===== src/rtl/fpc_pkg.sv =====
package fpc_pkg;
  localparam int OP_W    = 64;
  localparam int SGL_EXP = 8;
  localparam int SGL_MAN = 23;
  localparam int DBL_EXP = 11;
  localparam int DBL_MAN = 52;
  localparam int MAG_W   = OP_W - 1;

  typedef enum logic [1:0] {REL_LT, REL_EQ, REL_GT, REL_UN} rel_e;

  typedef struct packed {
    logic             sign;
    logic             nan;
    logic             snan;
    logic             zero;
    logic [MAG_W-1:0] mag;
  } opnd_info_t;

  function automatic opnd_info_t classify_op(input logic [OP_W-1:0] raw, input logic dbl);
    opnd_info_t r;
    logic exp_ones, man_nz, quiet;
    if (dbl) begin
      r.sign   = raw[OP_W-1];
      exp_ones = &raw[DBL_MAN +: DBL_EXP];
      man_nz   = |raw[DBL_MAN-1:0];
      quiet    = raw[DBL_MAN-1];
      r.mag    = raw[MAG_W-1:0];
    end else begin
      r.sign   = raw[SGL_EXP+SGL_MAN];
      exp_ones = &raw[SGL_MAN +: SGL_EXP];
      man_nz   = |raw[SGL_MAN-1:0];
      quiet    = raw[SGL_MAN-1];
      r.mag    = {{(MAG_W-SGL_EXP-SGL_MAN){1'b0}}, raw[SGL_EXP+SGL_MAN-1:0]};
    end
    r.nan  = exp_ones & man_nz;
    r.snan = r.nan & ~quiet;
    r.zero = (r.mag == '0);
    return r;
  endfunction

  function automatic rel_e relate_ops(input opnd_info_t a, input opnd_info_t b);
    if (a.nan || b.nan)                        return REL_UN;
    if (a.zero && b.zero)                      return REL_EQ;
    if (a.sign != b.sign)                      return a.sign ? REL_LT : REL_GT;
    if (a.mag == b.mag)                        return REL_EQ;
    if ((a.mag < b.mag) ^ a.sign)              return REL_LT;
    return REL_GT;
  endfunction

  // code bit 0 admits unordered, bit 1 equal, bit 2 less
  function automatic logic pred_hit(input rel_e rel, input logic [2:0] code);
    return (code[0] && rel == REL_UN) || (code[1] && rel == REL_EQ) ||
           (code[2] && rel == REL_LT);
  endfunction
endpackage


===== src/rtl/fpc_classify.sv =====
module fpc_classify
  import fpc_pkg::*;
(
  input  logic [OP_W-1:0] raw,
  input  logic            dbl,
  output opnd_info_t      info
);
  always_comb info = classify_op(raw, dbl);
endmodule


===== src/rtl/fpc_relate.sv =====
module fpc_relate
  import fpc_pkg::*;
(
  input  opnd_info_t a_info,
  input  opnd_info_t b_info,
  output rel_e       rel,
  output logic       unord
);
  always_comb begin
    rel   = relate_ops(a_info, b_info);
    unord = a_info.nan | b_info.nan;
  end
endmodule


===== src/rtl/fpc_predicate.sv =====
module fpc_predicate
  import fpc_pkg::*;
(
  input  rel_e       rel,
  input  logic [2:0] code,
  output logic       hit
);
  always_comb hit = pred_hit(rel, code);
endmodule


===== src/rtl/fp_pred_cmp.sv =====
module fp_pred_cmp
  import fpc_pkg::*;
#(
  parameter int STAT_W   = 32,
  parameter int KEEP_W   = 28,
  parameter int FLAG_POS = 29
) (
  input  logic              clk,
  input  logic              rst_n,
  input  logic              in_valid,
  input  logic              is_dbl,
  input  logic [OP_W-1:0]   opnd_a,
  input  logic [OP_W-1:0]   opnd_b,
  input  logic [2:0]        cond_sel,
  input  logic [KEEP_W-1:0] stat_keep,
  output logic              out_done,
  output logic              flag_out,
  output logic              invalid_out,
  output logic [STAT_W-1:0] stat_out
);
  localparam int HI_W = STAT_W - KEEP_W;

  opnd_info_t info [2];
  logic [OP_W-1:0] raw [2];
  assign raw[0] = opnd_a;
  assign raw[1] = opnd_b;

  for (genvar g = 0; g < 2; g++) begin : g_cls
    fpc_classify u_cls (.raw(raw[g]), .dbl(is_dbl), .info(info[g]));
  end

  rel_e rel;
  logic unord, hit, snan_seen;
  logic [HI_W-1:0] hi_bits;

  fpc_relate    u_rel  (.a_info(info[0]), .b_info(info[1]), .rel(rel), .unord(unord));
  fpc_predicate u_pred (.rel(rel), .code(cond_sel), .hit(hit));

  assign snan_seen = info[0].snan | info[1].snan;

  always_comb begin
    hi_bits = '0;
    hi_bits[FLAG_POS-KEEP_W] = hit;
  end

  always_ff @(posedge clk or negedge rst_n) begin
    if (!rst_n) begin
      out_done    <= 1'b0;
      flag_out    <= 1'b0;
      invalid_out <= 1'b0;
      stat_out    <= '0;
    end else begin
      out_done <= in_valid;
      if (in_valid) begin
        flag_out    <= hit;
        invalid_out <= snan_seen;
        stat_out    <= {hi_bits, stat_keep};
      end
    end
  end

  p_done_latency_r1: assert property (@(posedge clk) disable iff (!rst_n)
    in_valid |=> out_done);
  p_idle_hold_r1: assert property (@(posedge clk) disable iff (!rst_n)
    !in_valid |=> (!out_done && $stable(flag_out) && $stable(stat_out)));
  p_code0_false_r2: assert property (@(posedge clk) disable iff (!rst_n)
    (in_valid && cond_sel == 3'd0) |=> !flag_out);
  p_code7_gt_r2: assert property (@(posedge clk) disable iff (!rst_n)
    (in_valid && cond_sel == 3'd7) |=> (flag_out == ($past(rel) != REL_GT)));
  p_flag_bit_r4: assert property (@(posedge clk) disable iff (!rst_n)
    out_done |-> (stat_out[FLAG_POS] == flag_out && stat_out[STAT_W-1 -: 2] == 2'b00
                  && stat_out[KEEP_W] == 1'b0));
  p_keep_bits_r4: assert property (@(posedge clk) disable iff (!rst_n)
    in_valid |=> stat_out[KEEP_W-1:0] == $past(stat_keep));
  p_nan_unord_r5: assert property (@(posedge clk) disable iff (!rst_n)
    unord |-> rel == REL_UN);
  p_invalid_unord_r8: assert property (@(posedge clk) disable iff (!rst_n)
    (in_valid && !unord) |=> !invalid_out);
endmodule


===== config.mk =====
export PLATFORM = sky130hd
export DESIGN_NAME = fp_pred_cmp
export DESIGN_NICKNAME = d
export VERILOG_FILES = /design/src/rtl/fpc_pkg.sv /design/src/rtl/fpc_classify.sv /design/src/rtl/fpc_relate.sv /design/src/rtl/fpc_predicate.sv /design/src/rtl/fp_pred_cmp.sv
export SDC_FILE = /design/constraint.sdc
export NUM_CORES = 1
export LEC_CHECK = 0
export BUFFER_PORTS_ARGS = -buffer_cell sky130_fd_sc_hd__buf_4
export CORE_ASPECT_RATIO = 0.5
export CORE_MARGIN = 4
export CORE_UTILIZATION = 30
export CTS_CLUSTER_SIZE = 20
export DETAILED_ROUTE_END_ITERATION = 10
export PLACE_DENSITY = 0.69
export SYNTH_ARGS = -nofsm -noshare
export SYNTH_HDL_FRONTEND = slang
export SYNTH_SLANG_ARGS = --single-unit

===== constraint.sdc =====
create_clock -name clk -period 1 [get_ports clk]
set_clock_uncertainty 0.05 [all_clocks]
set_input_delay 0.1 -clock clk [delete_from_list [all_inputs] [get_ports clk]]
set_output_delay 0.1 -clock clk [all_outputs]
set_load 0.02 [all_outputs]

==> results of run 1 <==
area by class of cell:
type,count,area [sq um]
multi-input combinational,346,2850
clock buffer,6,139
tap,159,199
sequential,31,776
clock inverter,2,35.0
timing repair buffer,311,2580
fill,965,4500
inverter,37,139
through the flow:
stage | worst slack, ns | power, W | util | instances | setup TNS [ns]
2_1_floorplan | -1.39 | 0.00245 | - | 429 | -1.71
3_3_place_gp | -1.51 | 0.00370 | 0.527 | 860 | -2.33
3_5_place_dp | -1.59 | 0.00375 | 0.527 | 860 | -2.42
4_1_cts | -1.27 | 0.00579 | 0.582 | 887 | -1.83
5_1_grt | -1.42 | 0.00621 | 0.599 | 892 | -2.12
6_report | -1.30 | 0.00585 | 0.599 | 892 | -1.93
cell usage in the layout (no fill, tap or decap), types with 6 or more instances in the layout:
| cell type | synthesis | routed |
|---|---|---|
| a21oi_1 | 24 | 23 |
| buf_4 | 4 | 285 |
| buf_6 | 0 | 6 |
| buf_12 | 0 | 8 |
| dfrtp_1 | 31 | 31 |
| o21ai_0 | 9 | 9 |
| nand4_1 | 29 | 29 |
| clkbuf_16 | 0 | 6 |
| and2_4 | 0 | 9 |
| ha_4 | 0 | 13 |
| mux2_2 | 29 | 30 |
| nand3_1 | 9 | 9 |
| nor2_1 | 14 | 14 |
| nand2_1 | 56 | 46 |
| nor4_1 | 35 | 32 |
| nand2_2 | 0 | 8 |
| inv_1 | 37 | 37 |
| and2_1 | 32 | 23 |
| ha_1 | 63 | 50 |
| nor3_1 | 9 | 7 |
power by group:
group | leakage (nW) | internal (W) | switching [W]
Sequential | 0.364 | 0.00138 | 0.0000694
Combinational | 2.88 | 0.00148 | 0.00115
Clock | 0.0868 | 0.00124 | 0.000535
metal layers:
layer  GRT usage  share of wire  vias to the layer above
li1            -              -                     2193
met5           0              0                        -
met4      0.0588          0.030                        0
met3      0.0333          0.054                       36
met2       0.385           0.53                      158
met1       0.227           0.39                     2130
kinds of logic (layout without fill, tap and decap cells):
| family | count (synthesis) | in the layout | share of synthesized area |
|---|---|---|---|
| AO/OA/AOI/OAI | 60 | 60 | 0.109 |
| adder cells (fa/ha/maj) | 63 | 63 | 0.225 |
| buffers and inverters | 52 | 356 | 0.0606 |
| flip-flops | 31 | 31 | 0.221 |
| multiplexers | 31 | 31 | 0.0991 |
| other | 1 | 3 | 0.00107 |
| AND/OR/NAND/NOR | 189 | 189 | 0.284 |
repair_timing:
action                     4_1_cts  5_1_grt
hold endpoints to repair        34        1
gates cloned                     5        1
buffers inserted                10        4
pin swaps                       25       14
resized for setup               33       25
setup endpoints to repair        4        7
hold buffers                     4        1
state kept, by name, summed over array words and instances (netlist names):
name,cells
stat_out,29
invalid_out,1
out_done,1
Yosys cell counts (2+ instances only):
master,instances
a31oi_1,2
nand3_1,9
dfrtp_1,31
o21ai_0,9
buf_1,2
o22ai_1,2
a21o_1,5
nand2_1,56
a21oi_1,24
buf_2,2
a211oi_1,2
mux2_2,29
a221oi_1,4
a2111oi_0,2
o32ai_1,2
nand4_1,29
clkbuf_1,7
inv_1,37
ha_1,63
nor2_1,14
nor4_1,35
and2_1,32
buf_4,4
nor3_1,9
critical path, stage by stage:
cell and delay (ns):
buf_12 0.13, buf_6 0.14, and2_1 0.13, ha_1 0.27, nand4_1 0.19, buf_4 0.20, buf_4 0.12, nor3_2 0.18
a221oi_2 0.09, o21ai_1 0.11, a211oi_2 0.07, o221ai_1 0.21, mux2_2 0.38, a21oi_2 0.13
path summary, 6_finish.rpt:
path                            slack, ns                        to                     start
worst max-delay path                -1.30  stat_out[29]$_DFFE_PN0P_                    is_dbl
worst min-delay path                0.007  stat_out[20]$_DFFE_PN0P_             stat_keep[20]
worst max register to register       0.06   stat_out[3]$_DFFE_PN0P_   stat_out[3]$_DFFE_PN0P_
worst min register to register       0.45  stat_out[11]$_DFFE_PN0P_  stat_out[11]$_DFFE_PN0P_
max in group asynchronous            0.36   stat_out[7]$_DFFE_PN0P_                     rst_n
min in group asynchronous            0.25   stat_out[6]$_DFFE_PN0P_                     rst_n
==> results.yml, run 1 <==
status:
  status: "complete, but fails checks"
  violations: "setup timing"
global_route:
  gr-total-overflow: 0
  grt_pass1_wl_um: 22400
  grt_usage: 0.200
  grt_max_degree: 32
  grt_pass1_vias: 4752
  antenna_found_initial: 0
power:
  power_leakage_nw: 3.33
  power_density_nw_per_um2: 871
  ir_drop_mv: 0.880
yosys:
  synth_edf_count: 0
  yosysSeqAreaShare: 0.221
  avgSynthCellArea_sq_um: 8.22
  ys_seq_elements: 31
  ys_top_cells_by_area: "ha_1, dfrtp_1, mux2_2"
  synth_top_cell_area_share: 0.225
  synth_area_sq_um: 3510
  ys_async_sr_fraction: 1.00
  synth_cell_types: 40
  ys_warn_count: 0
  synth_top_cell_by_area: "ha_1"
  syn_inst: 427
  synth-main-ff-cell: "dfrtp_1"
routing:
  post_drt_wl_per_cell_um: 16.4
  vias: 4517
  routed_wl_um: 14600
  drt_iter0_markers: 265
  drtAntennaViolNets: 0
  dr.pass1.iters: 5
  remaining_drc_errors: 0
  viasPerCell: 5.06
worst_hold_path:
  hold_path_class: "in2reg"
  whs_path_depth: 2
die:
  rows: 27
  dieArea_sq_um: 13600
  coreArea_sq_um: 11200
  initial_core_util: 0.313
  die_h_um: 84.5
  ios: 198
  die-width_um: 161
clock_tree:
  clk_latency_ns: 0.27
  cts_tree: "done"
  h-tree-depth: 2
  cts_sinks: 31
  cts-root-buf: "clkbuf_16"
  clk_pin_slew_worst_paths_ns: 0.05
  cts_inserted_buffers: 5
  cts_max_path_buffers: 2
finish:
  final_nets: 958
  design_area_sq_um: 6720
  area_delta_synth_final_pct: 91.4
  antenna-diode-count: 0
  drive_gt1_frac: 0.533
worst_setup_path:
  cp_max_fo: 12
  arrival_ns: 2.46
  criticalPathCategory: "in2reg"
  required_ns: 1.16
  worstRegToRegCells: 2
  cp-end-kind: "flip-flop"
  start_kind: "primary input"
timing:
  max_slew.worst_pin.slew_ns: 0.560
  slew_violations: 0
  fin_crit_sh: 2.30
  holdWs_ns: 0.00744
  slew_headroom: 0.623
  setup_violations: 2
  layout_min_cycle_time_ns: 2.30
  max_freq_mhz: 434
  rsz0062_at_grt: "yes"
  finalHoldViolCount: 0
  setup_ws_ns: -1.30
placed_design:
  dpl_cell_area_sq_um: 5920
  io_buffers: 194
  place_congestion: 0.856
  place_hpwl_um: 11800
flow_run:
  max_cap_violations: 0
Note: power is estimated with default switching activity, not from simulation.
==> inputs of run 2 (changes only) <==
Settings changed: PLACE_DENSITY 0.69 to 0.66, SYNTH_HIERARCHICAL set to 1.
==> run 2 against run 1 <==
Compared with the run above: the run still ends with setup timing left; hold slack gained 0.0048 ns; routed wire length is 4.2% lower; power is 8.0% lower; sequential share of layout area is the same; clock power down 21%; register-to-register slack improved by 0.07 ns; clock-buffer cell count shrank 1; highest routed layer unchanged; cell count grew 5.0%; synthesized cell count increased by 22%; critical path depth fell by 2; global-route usage shrank 4.2 points; critical path type unchanged; critical endpoint is now flag_out$_DFFE_PN0P_.
==> results.yml, run 2 <==
power:
  power_density_nw_per_um2: 801
  p_int_w: 0.00371
  total_power_w: 0.00538
  pwr-share-clk: 0.258
  power.switching_w: 0.00167
  power_leakage_nw: 3.28
  ir_drop_mv: 0.832
  p_sw_frac: 0.311
  seq_power_share: 0.269
  pwr-share-comb: 0.472
global_route:
  grt_usage: 0.158
  busiest_layer: "met2"
  use_met2: 0.298
  grtUsageMet1: 0.188
  grt_pass1_vias: 4663
  antenna_found_initial: 0
  grt_max_degree: 33
  use_met3: 0.0269
  gr-total-overflow: 0
  grt_pass1_wl_um: 21600
finish:
  area_delta_synth_final_pct: 56.5
  mostFrequentLayoutCells: "buf_4, inv_1, and2_1"
  largest_register_ffs: 28
  regMostFlops: "stat_out"
  drive_gt1_frac: 0.490
  final_nets: 970
  antenna-diode-count: 0
  final_common_cell: "buf_4"
  fin_util: 0.487
yosys:
  synth_area_sq_um: 4290
  avgSynthCellArea_sq_um: 8.23
  syn_inst: 521
  ys_warn_count: 6
clock_tree:
  cts-root-buf: "clkbuf_16"
  cts_max_path_buffers: 2
  clk_pin_slew_worst_paths_ns: 0.05
  h-tree-depth: 2
  cts_sinks: 31
  clk_latency_ns: 0.26
  cts_inserted_buffers: 5
  cts_tree: "done"
die:
  die-width_um: 177
  dieArea_sq_um: 16400
  ios: 198
  die_h_um: 92.6
  rows: 30
  coreArea_sq_um: 13800
  initial_core_util: 0.311
timing:
  setup_ws_ns: -1.41
  slew_headroom: 0.542
  rsz0062_at_grt: "yes"
  finalHoldViolCount: 0
  max_freq_mhz: 414
  slew_violations: 0
  max_slew.worst_pin.slew_ns: 0.681
  setup_violations: 2
  layout_min_cycle_time_ns: 2.41
  fin_crit_sh: 2.41
worst_setup_path:
  critical_path_buf_inv_count: 2
  cp-end-kind: "flip-flop"
  r2r_start: "flag_out$_DFFE_PN0P_"
  required_ns: 1.10
  slowest_delay_ns: 0.38
  r2r_setup_slack_ns: 0.13
  arrival_ns: 2.51
  cp_max_fo: 8
  start_kind: "primary input"
  cp_top_family: "simple AND/OR/NAND/NOR gates"
  cp_slowest_cell: "o311ai_4"
  crit_start: "is_dbl"
  path_cells: "buf_16, buf_6, and2_4, ha_4, nand4_1, and4bb_1, and4_4, nand3_4, o311ai_4, mux2i_1, o21ai_1, mux2_4"
  criticalPathCategory: "in2reg"
placed_design:
  place_congestion: 0.873
  io_buffers: 194
  pre_cts_ws_ns: -2.06
  place_hpwl_um: 11500
routing:
  remaining_drc_errors: 0
  post_drt_wl_per_cell_um: 14.9
  routed_wl_um: 14000
  dr.pass1.iters: 5
  viasPerCell: 4.66
  drtAntennaViolNets: 0
  drt_iter0_markers: 233
  vias: 4368
worst_hold_path:
  hp-start: "stat_keep[6]"
  hold_path_class: "in2reg"
flow_run:
  max_cap_violations: 0
status:
  status: "complete, but fails checks"
  violations: "setup timing"
run 2: area by class of cell:
class | instances | area [sq um]
inverters | 65 | 244
flip-flops and latches | 31 | 776
clock buffers | 5 | 125
clock inverters | 3 | 15.0
repair buffers | 291 | 2350
well taps | 192 | 240
fillers | 1317 | 7060
multi-input cells | 350 | 2970
run 2: worst paths after layout:
kind | end | depth (start not counted)
worst max register to register | flag_out$_DFFE_PN0P_ | 1
min in group asynchronous | stat_out[0]$_DFFE_PN0P_ | 2
worst max-delay path | flag_out$_DFFE_PN0P_ | 12
worst min register to register | stat_out[11]$_DFFE_PN0P_ | 1
max in group asynchronous | stat_out[17]$_DFFE_PN0P_ | 2
worst min-delay path | stat_out[6]$_DFFE_PN0P_ | 2
run 2: power by group through the flow:
stage               combinational [W]  clock (W)  sequential [W]
floorplan                     0.00105          0         0.00162
global placement              0.00227          0         0.00146
detailed placement            0.00231          0         0.00147
CTS                           0.00244    0.00144         0.00145
global route                  0.00278    0.00149         0.00147
finish                        0.00254    0.00139         0.00145
run 2: layer usage:
metal / share of wire / vias up
met5: 0 / -
met4: 0.015 / 0
met3: 0.046 / 16
met2: 0.52 / 111
met1: 0.42 / 2034
li1: - / 2207
run 2: per-stage QoR:
step / hold WS, ns / instances / TNS (ns) / cell area (sq um)
CTS: 0.00647 / 932 / -1.98 / 6510
floorplan: -0.246 / 523 / -1.75 / 4350
global route: 0.00878 / 937 / -2.18 / 6720
global placement: 0.00843 / 921 / -2.91 / 6130
finish: 0.0122 / 937 / -1.95 / 6720
detailed placement: 0.0101 / 921 / -2.99 / 6130
run 2: repair_timing:
action	4_1_cts	5_1_grt
endpoints found under the hold margin	31	0
setup buffers	3	4
pin swaps	17	20
cloned	1	2
endpoints found under the setup margin	2	4
hold buffers	1	0
gates resized for setup	36	24
